$ cat src/rtl/sdr_pkg.sv
package sdr_pkg;

    typedef enum logic {
        TX_IDLE  = 1'b0,
        TX_ARMED = 1'b1
    } tx_state_e;

    typedef enum logic {
        RX_WAIT = 1'b0,
        RX_ACK  = 1'b1
    } rx_state_e;

    typedef struct packed {
        logic wr_lo;
        logic wr_hi;
        logic rd_lo;
        logic rd_any;
    } lane_t;

endpackage

$ cat src/rtl/sdr_lane_dec.sv
module sdr_lane_dec
    import sdr_pkg::*;
#(
    parameter int BE_W = 2
) (
    input  logic            sel,
    input  logic            wr,
    input  logic [BE_W-1:0] be,
    input  logic            frame_mode,
    output lane_t           lane
);

    localparam int LO = 0;
    localparam int HI = BE_W - 1;

    logic open_q;

    always_comb begin
        open_q      = sel && !frame_mode;
        lane.wr_lo  = open_q && wr && be[LO];
        lane.wr_hi  = open_q && wr && be[HI];
        lane.rd_lo  = open_q && !wr && be[LO];
        lane.rd_any = open_q && !wr;
    end

endmodule

$ cat src/rtl/sdr_tx_commit.sv
module sdr_tx_commit
    import sdr_pkg::*;
#(
    parameter int BYTE_W = 8
) (
    input  logic              clk,
    input  logic              rst_n,
    input  lane_t             lane,
    input  logic [BYTE_W-1:0] wbyte,
    input  logic              wninth,
    input  logic              tx_taken,
    output logic              tx_ready,
    output logic [BYTE_W-1:0] tx_byte,
    output logic              tx_ninth
);

    tx_state_e state_q, state_d;

    always_ff @(posedge clk or negedge rst_n) begin
        if (!rst_n) state_q <= TX_IDLE;
        else        state_q <= state_d;
    end

    always_comb begin
        state_d = state_q;
        unique case (state_q)
            TX_IDLE:  if (lane.wr_lo) state_d = TX_ARMED;
            TX_ARMED: if (tx_taken && !lane.wr_lo) state_d = TX_IDLE;
            default:  state_d = TX_IDLE;
        endcase
    end

    always_comb begin
        tx_ready = (state_q == TX_ARMED);
    end

    always_ff @(posedge clk or negedge rst_n) begin
        if (!rst_n) begin
            tx_byte  <= '0;
            tx_ninth <= 1'b0;
        end else begin
            if (lane.wr_lo) tx_byte  <= wbyte;
            if (lane.wr_hi) tx_ninth <= wninth;
        end
    end

endmodule

$ cat src/rtl/sdr_rx_view.sv
module sdr_rx_view
    import sdr_pkg::*;
#(
    parameter int DW   = 16,
    parameter int RX_W = 12
) (
    input  logic            clk,
    input  logic            rst_n,
    input  lane_t           lane,
    input  logic [RX_W-1:0] rx_word,
    input  logic            rx_ninth,
    input  logic            rx_err,
    input  logic            tx_ninth,
    input  logic            par_en,
    input  logic            len8,
    input  logic            par_mask,
    output logic [DW-1:0]   rdata,
    output logic            rx_taken
);

    localparam int RN_POS  = DW - 1;
    localparam int TN_POS  = DW - 2;
    localparam int ERR_POS = DW - 3;
    localparam int PAR7    = 7;
    localparam int PAR8    = 8;

    rx_state_e state_q, state_d;
    logic [RX_W-1:0] shown;

    always_comb begin
        shown = rx_word;
        if (par_en && par_mask) begin
            if (len8) shown[PAR8] = 1'b0;
            else      shown[PAR7] = 1'b0;
        end
    end

    always_comb begin
        rdata = '0;
        if (lane.rd_any) begin
            rdata[RX_W-1:0] = shown;
            rdata[RN_POS]   = rx_ninth;
            rdata[TN_POS]   = tx_ninth;
            rdata[ERR_POS]  = rx_err;
        end
    end

    always_ff @(posedge clk or negedge rst_n) begin
        if (!rst_n) state_q <= RX_WAIT;
        else        state_q <= state_d;
    end

    always_comb begin
        state_d = state_q;
        unique case (state_q)
            RX_WAIT: if (lane.rd_lo)  state_d = RX_ACK;
            RX_ACK:  if (!lane.rd_lo) state_d = RX_WAIT;
            default: state_d = RX_WAIT;
        endcase
    end

    always_comb begin
        rx_taken = (state_q == RX_ACK);
    end

endmodule

$ cat src/rtl/sdr_irq_gate.sv
module sdr_irq_gate #(
    parameter int N = 4
) (
    input  logic [N-1:0] flags,
    input  logic [N-1:0] en,
    output logic [N-1:0] req
);

    for (genvar i = 0; i < N; i++) begin : g_gate
        assign req[i] = flags[i] & en[i];
    end

endmodule

$ cat src/rtl/sdr_regif.sv
module sdr_regif
    import sdr_pkg::*;
#(
    parameter int DW     = 16,
    parameter int BYTE_W = 8,
    parameter int RX_W   = 12,
    parameter int N_IRQ  = 4
) (
    input  logic              clk,
    input  logic              rst_n,
    input  logic              bus_sel,
    input  logic              bus_wr,
    input  logic [1:0]        bus_be,
    input  logic [DW-1:0]     bus_wdata,
    output logic [DW-1:0]     bus_rdata,
    input  logic              frame_mode,
    input  logic              tx_taken,
    output logic              tx_ready,
    output logic [BYTE_W-1:0] tx_byte,
    output logic              tx_ninth,
    input  logic [RX_W-1:0]   rx_word,
    input  logic              rx_ninth,
    input  logic              rx_err,
    output logic              rx_taken,
    input  logic              par_en,
    input  logic              len8,
    input  logic              par_mask,
    input  logic [N_IRQ-1:0]  st_flags,
    input  logic [N_IRQ-1:0]  irq_en,
    output logic [N_IRQ-1:0]  irq
);

    localparam int TN_POS = DW - 2;

    lane_t lane;
    logic  unused_wbits;

    assign unused_wbits = ^{bus_wdata[DW-1], bus_wdata[TN_POS-1:BYTE_W]};

    sdr_lane_dec #(.BE_W(2)) u_dec (
        .sel        (bus_sel),
        .wr         (bus_wr),
        .be         (bus_be),
        .frame_mode (frame_mode),
        .lane       (lane)
    );

    sdr_tx_commit #(.BYTE_W(BYTE_W)) u_tx (
        .clk      (clk),
        .rst_n    (rst_n),
        .lane     (lane),
        .wbyte    (bus_wdata[BYTE_W-1:0]),
        .wninth   (bus_wdata[TN_POS]),
        .tx_taken (tx_taken),
        .tx_ready (tx_ready),
        .tx_byte  (tx_byte),
        .tx_ninth (tx_ninth)
    );

    sdr_rx_view #(.DW(DW), .RX_W(RX_W)) u_rx (
        .clk      (clk),
        .rst_n    (rst_n),
        .lane     (lane),
        .rx_word  (rx_word),
        .rx_ninth (rx_ninth),
        .rx_err   (rx_err),
        .tx_ninth (tx_ninth),
        .par_en   (par_en),
        .len8     (len8),
        .par_mask (par_mask),
        .rdata    (bus_rdata),
        .rx_taken (rx_taken)
    );

    sdr_irq_gate #(.N(N_IRQ)) u_irq (
        .flags (st_flags),
        .en    (irq_en),
        .req   (irq)
    );

endmodule

$ cat config.mk
export PLATFORM = sky130hd
export DESIGN_NAME = sdr_regif
export DESIGN_NICKNAME = d
export VERILOG_FILES = /design/src/rtl/sdr_pkg.sv /design/src/rtl/sdr_lane_dec.sv /design/src/rtl/sdr_tx_commit.sv /design/src/rtl/sdr_rx_view.sv /design/src/rtl/sdr_irq_gate.sv /design/src/rtl/sdr_regif.sv
export SDC_FILE = /design/constraint.sdc
export NUM_CORES = 1
export LEC_CHECK = 0
export BUFFER_PORTS_ARGS = -buffer_cell sky130_fd_sc_hd__buf_2
export CORE_MARGIN = 2
export CORE_UTILIZATION = 31
export CTS_CLUSTER_DIAMETER = 40
export CTS_CLUSTER_SIZE = 10
export DETAILED_ROUTE_END_ITERATION = 7
export PLACE_DENSITY = 0.8
export SLEW_MARGIN = 20
export SYNTH_ARGS = -nofsm -noshare
export SYNTH_HDL_FRONTEND = slang
export SYNTH_HIERARCHICAL = 1
export SYNTH_SLANG_ARGS = --single-unit
$ cat constraint.sdc
create_clock -name clk -period 0.93 [get_ports clk]
set_input_delay 0.0465 -clock clk [delete_from_list [all_inputs] [get_ports clk]]
set_output_delay 0.0465 -clock clk [all_outputs]
set_load 0.01 [all_outputs]
== Yosys cells after proc, flatten, opt, wreduce, memory -nomap -nowiden ==
Cells that the tools add are included.
Cells by class
  multiplexer cells: 9
  reductions and logical operators: 11
  div/mod/pow operators: 0
  order comparisons: 0
  bitwise gates (word level): 5
  shifts and indexed selects: 0
  multipliers: 0
  $add $sub $neg: 0
  equal/unequal tests: 0
Operator list (number)
  2-to-1 mux 12 bit: 1
  logical AND 1 bit: 8
  2-to-1 mux 1 bit: 5
  AND 1 bit: 4
  logical NOT 1 bit: 3
  2-to-1 mux 3 bit: 1
  2-to-1 mux 2 bit: 1
  case mux 1 bit (2 select lines): 1
  inverter 1 bit: 1
Word-level totals
  memory bits (read-only): 0
  flip-flop bits (word level): 11
  memories kept: 0
  bits of input ports: 49
  RAM bits: 0
  logic and storage cells: 29
  output and inout bits: 31
  latch bits: 0

== Longest topological paths before layout ==
  depth after elaboration: 8
  mapped depth: 3
  gate-level depth less buffers: 3

== Modules after synthesis ==
Netlist, hierarchy kept.
By module, submodules not included
  sdr_tx_commit: seq. area each 250.2 um^2, area an instance 405.4 um^2, times used 1, cells each 22
  sdr_rx_view: seq. area each 25.0 um^2, area an instance 163.9 um^2, times used 1, cells each 21
  sdr_lane_dec: seq. area each 0.0 um^2, area an instance 42.5 um^2, times used 1, cells each 4
  sdr_irq_gate: seq. area each 0.0 um^2, area an instance 25.0 um^2, times used 1, cells each 4

== Worst setup path after synthesis ==
Ideal clock, no wire load.
  path type: input -> register
  start: in frame_mode
  end: reg u_tx.tx_byte[0]
  stages: 3
  path buffers: 1
  slack: 60 ps
  arrival time: 745 ps
  data required time: 805 ps
  setup time: 125 ps
  cell sequence: and4b_2 buf_6 mux2_4
On the way
  cells in the longest elaborated chain, start to end: 4
RTL lines
  start: declaration: line sdr_regif.sv:16  | input logic frame_mode,
  logical NOT 1 bit: line sdr_lane_dec.sv:19  | open_q = sel && !frame_mode;
  logical AND 1 bit: line sdr_lane_dec.sv:19
  logical AND 1 bit (2 in series): line sdr_lane_dec.sv:20  | lane.wr_lo = open_q && wr && be[LO];
  end signal: assignment: line sdr_tx_commit.sv:42  | if (lane.wr_lo) tx_byte <= wbyte;
  end: declaration: line sdr_tx_commit.sv:13  | output logic [BYTE_W-1:0] tx_byte,
No other way between the ends.
A chain may end at the register's enable or synchronous reset.

== Final worst setup path ==
  start: reg u_tx.tx_ninth
  end: out tx_ninth
RTL lines
  start: declaration: line sdr_tx_commit.sv:14  | output logic tx_ninth
  start signal: assignment: line sdr_tx_commit.sv:43  | if (lane.wr_hi) tx_ninth <= wninth;
  end: declaration: line sdr_regif.sv:20  | output logic tx_ninth,
No word-level cell between the ends.

==> impl_metrics.csv <==
group,metric,value,unit
routing,wl_met2,1100,µm
final_layout,final_nets,182,
routing,avgViaCountPerCell,4.27,
setup_path,reg2reg_setup_slack,0.03,ns
synthesis,synth.avg_cell_area,12.5,µm²
min_path,holdCritStartpoint,"bus_wdata[4]",
place,gp_congestion,0.683,
synthesis,ys_ff_latch,11,
global_route,grt-ovfl-total,0,
setup_path,worstPathCellList,"buf_4 > buf_6",
synthesis,synth.distinct_cells,16,
global_route,antenna_found_initial,0,
synthesis,ys_top_cells_by_count,"dfrtp_1 (11), and2_2 (9), and2_1 (8), mux2_4 (8)",
floorplan,core-area,0.00194,mm²
clock_tree,cts_buffer_depth,2,
setup_path,crit_required,0.88,ns
routing,routed.top_layer,"met3",
power_and_ir_drop,pwr_density_cell,1250,mW/mm²
final_layout,drive_gt1_share,77.3,%
synthesis,synth_cells,51,
final_layout,final_area,0.00117,mm²
sta,drv_slew,0,
routing,drt_iter0_drc,3,
synthesis,ys_seq_area_share,43.2,%
final_layout,antenna_cells,0,
clock_tree,clkTransAtPathRegs,0.07,ns
final_layout,fin_util,60.4,%
setup_path,cp_slowest_cell,"dfrtp_1",
place,placed_area,0.00102,mm²
routing,routed_wl,1880,µm
setup_path,endpoint_kind,"output pin",
run_status,violations,"negative setup slack",
sta,skew,0,ns
routing,antenna_left,0,
clock_tree,cts_tree,"built",
synthesis,yosysMostFrequentCell,"dfrtp_1",
sta,final_hold_viol_count,0,
floorplan,die_y,49.3,µm
floorplan,row_count,16,
clock_tree,cts_buffers,3,
place,dp_hpwl,1380,µm
global_route,grt_first_pass_wirelength,2910,µm
floorplan,pin_count,80,
run_status,outcome,"finished, violations left",
synthesis,synth_nets,100,
floorplan,die_w,49.3,µm
sta,period_needed,0.950,ns
setup_path,timing.critical_path.buf_inv,2,
clock_tree,clk_latency,0.27,ns
routing,route.detailed.drc,0,
flow_run,drv_cap,0,
clock_tree,clkSinkCount,11,
synthesis,ys_async_sr_fraction,100,%
synthesis,ys.flop_type,"dfrtp_1",
global_route,grt_pass1_vias,669,
setup_path,critPathArrivalTime,0.90,ns
setup_path,crit_start,"u_tx/tx_ninth$_DFFE_PN0P_",
synthesis,yosys-top-cells-area,"dfrtp_1 (43%), mux2_4 (19%), and2_2 (11%)",
setup_path,r2r_start,"u_tx/tx_ninth$_DFFE_PN0P_",
sta,post-route-period-util,102,%
global_route,grt_max_degree,12,
clock_tree,htree_levels,1,
routing,drt_first_pass_iters,4,
clock_tree,root_buffer,"clkbuf_4",
sta,setup_viol,2,
setup_path,path_max_fanout,2,
power_and_ir_drop,peakVddDrop,780,µV
sta,layout_setup_ws,-0.0202,ns
setup_path,critPathKind,"reg2out",
global_route,track_usage,15.7,%
sta,fmax,1.05,GHz
sta,rsz0062_at_grt,"true",
place,io_buffers,71,
setup_path,max_stage_delay,0.39,ns
synthesis,synth-edff-count,0,
routing,wl_met3,190,µm
floorplan,start_util,32.8,%
floorplan,dieArea,0.00243,mm²
min_path,hold_class,"in2reg",
routing,wl_per_cell,11.8,µm
routing,vias,679,
place,dp_slack,-0.101,ns
routing,wl_met1,587,µm
synthesis,synth_top_area_share,43.2,%
power_and_ir_drop,p_leak,0.692,nW
final_layout,finalNonFillerCells,159,
synthesis,synth.largest_area_cell,"dfrtp_1",
synthesis,netlist_area,637,µm²
final_layout,area_delta_synth_final,84.3,%
synthesis,synth_warnings,6,
setup_path,crit_path_start_kind,"register",
place,dp.cells,148,
setup_path,critPathTopFamily,"flip-flops",
-- cells by family (layout without fill, tap and decap cells) --
| kind of cell | Yosys count | in the layout | synth area share [%] |
|---|---|---|---|
| other cells | 1 | 1 | 0.589 |
| buf+inv | 4 | 85 | 5.30 |
| compound gates | 3 | 3 | 3.93 |
| simple gates | 23 | 23 | 26.3 |
| flops | 11 | 11 | 43.2 |
| mux | 9 | 9 | 20.6 |
-- power by group --
part,internal (mW),switching (mW),total [mW]
clock,0.166,0.160,0.326
combinational,0.328,0.196,0.524
sequential,0.568,0.0498,0.618
total,1.06,0.406,1.47
-- through the flow --
stage	setup TNS [ns]	total power, mW	hold slack [ns]
final	-0.0396	1.47	0.0127
after CTS	-0.0795	1.47	0.00541
after detailed placement	-0.798	1.08	-0.0736
after floorplan	0	0.852	-0.249
after global placement	-0.592	1.07	-0.0805
after global routing	-0.185	1.58	0.00152
-- state kept, by name, summed over array words and instances, names as in the netlist --
signal         cells
u_rx/rx_taken      1
u_tx/tx_ninth      1
u_tx/tx_byte       8
u_tx/tx_ready      1
-- final timing paths --
path | end | cells past startpoint
min in group asynchronous | u_tx/tx_byte[5]$_DFFE_PN0P_ | 2
worst min register to register | u_tx/tx_ready$_DFF_PN0_ | 1
worst min-delay path | u_tx/tx_byte[4]$_DFFE_PN0P_ | 2
worst max-delay path | tx_ninth | 2
max in group asynchronous | u_tx/tx_ready$_DFF_PN0_ | 2
worst max register to register | u_tx/tx_ninth$_DFFE_PN0P_ | 2
-- cell usage in the layout, fill, tap and decap left out --
master,netlist,layout
nor3b_4,0,1
and2_1,8,8
a31oi_1,1,1
mux2_4,8,8
inv_1,1,1
buf_12,0,1
buf_6,2,5
and4b_2,2,2
buf_8,0,1
conb_1,1,1
buf_2,0,66
clkbuf_1,0,1
and4bb_2,1,1
mux2_2,1,1
and2_2,9,8
o211a_1,1,1
and2_4,0,1
nand2_1,2,1
buf_4,1,2
nand2_4,0,1
clkbuf_4,0,3
dlygate4sd3_1,0,5
a21o_2,1,1
dfrtp_1,11,11
-- timing repair --
| item | CTS | global route |
|---|---|---|
| cloned | 1 | 0 |
| gates resized for setup | 8 | 6 |
| endpoints found under the hold margin | 11 | 4 |
| setup buffers | 1 | 0 |
| pin swaps | 2 | 2 |
| setup endpoints to repair | 2 | 5 |
| hold buffers | 1 | 4 |
-- routing by layer --
metal  GRT usage (%)  vias to the layer above
met4            1.43                        0
met2            31.1                       42
met5               0                        -
met3            6.75                        0
li1                -                      331
met1            15.1                      306
-- cell type report --
class,instances,area [µm²]
Timing Repair Buffer,80,487
Multi-Input combinational cell,36,348
Fill cell,182,768
Tap cell,27,33.8
Inverter,1,3.75
Sequential cell,11,275
Clock buffer,4,26.3
No activity file was read; power rests on OpenSTA's default activity.
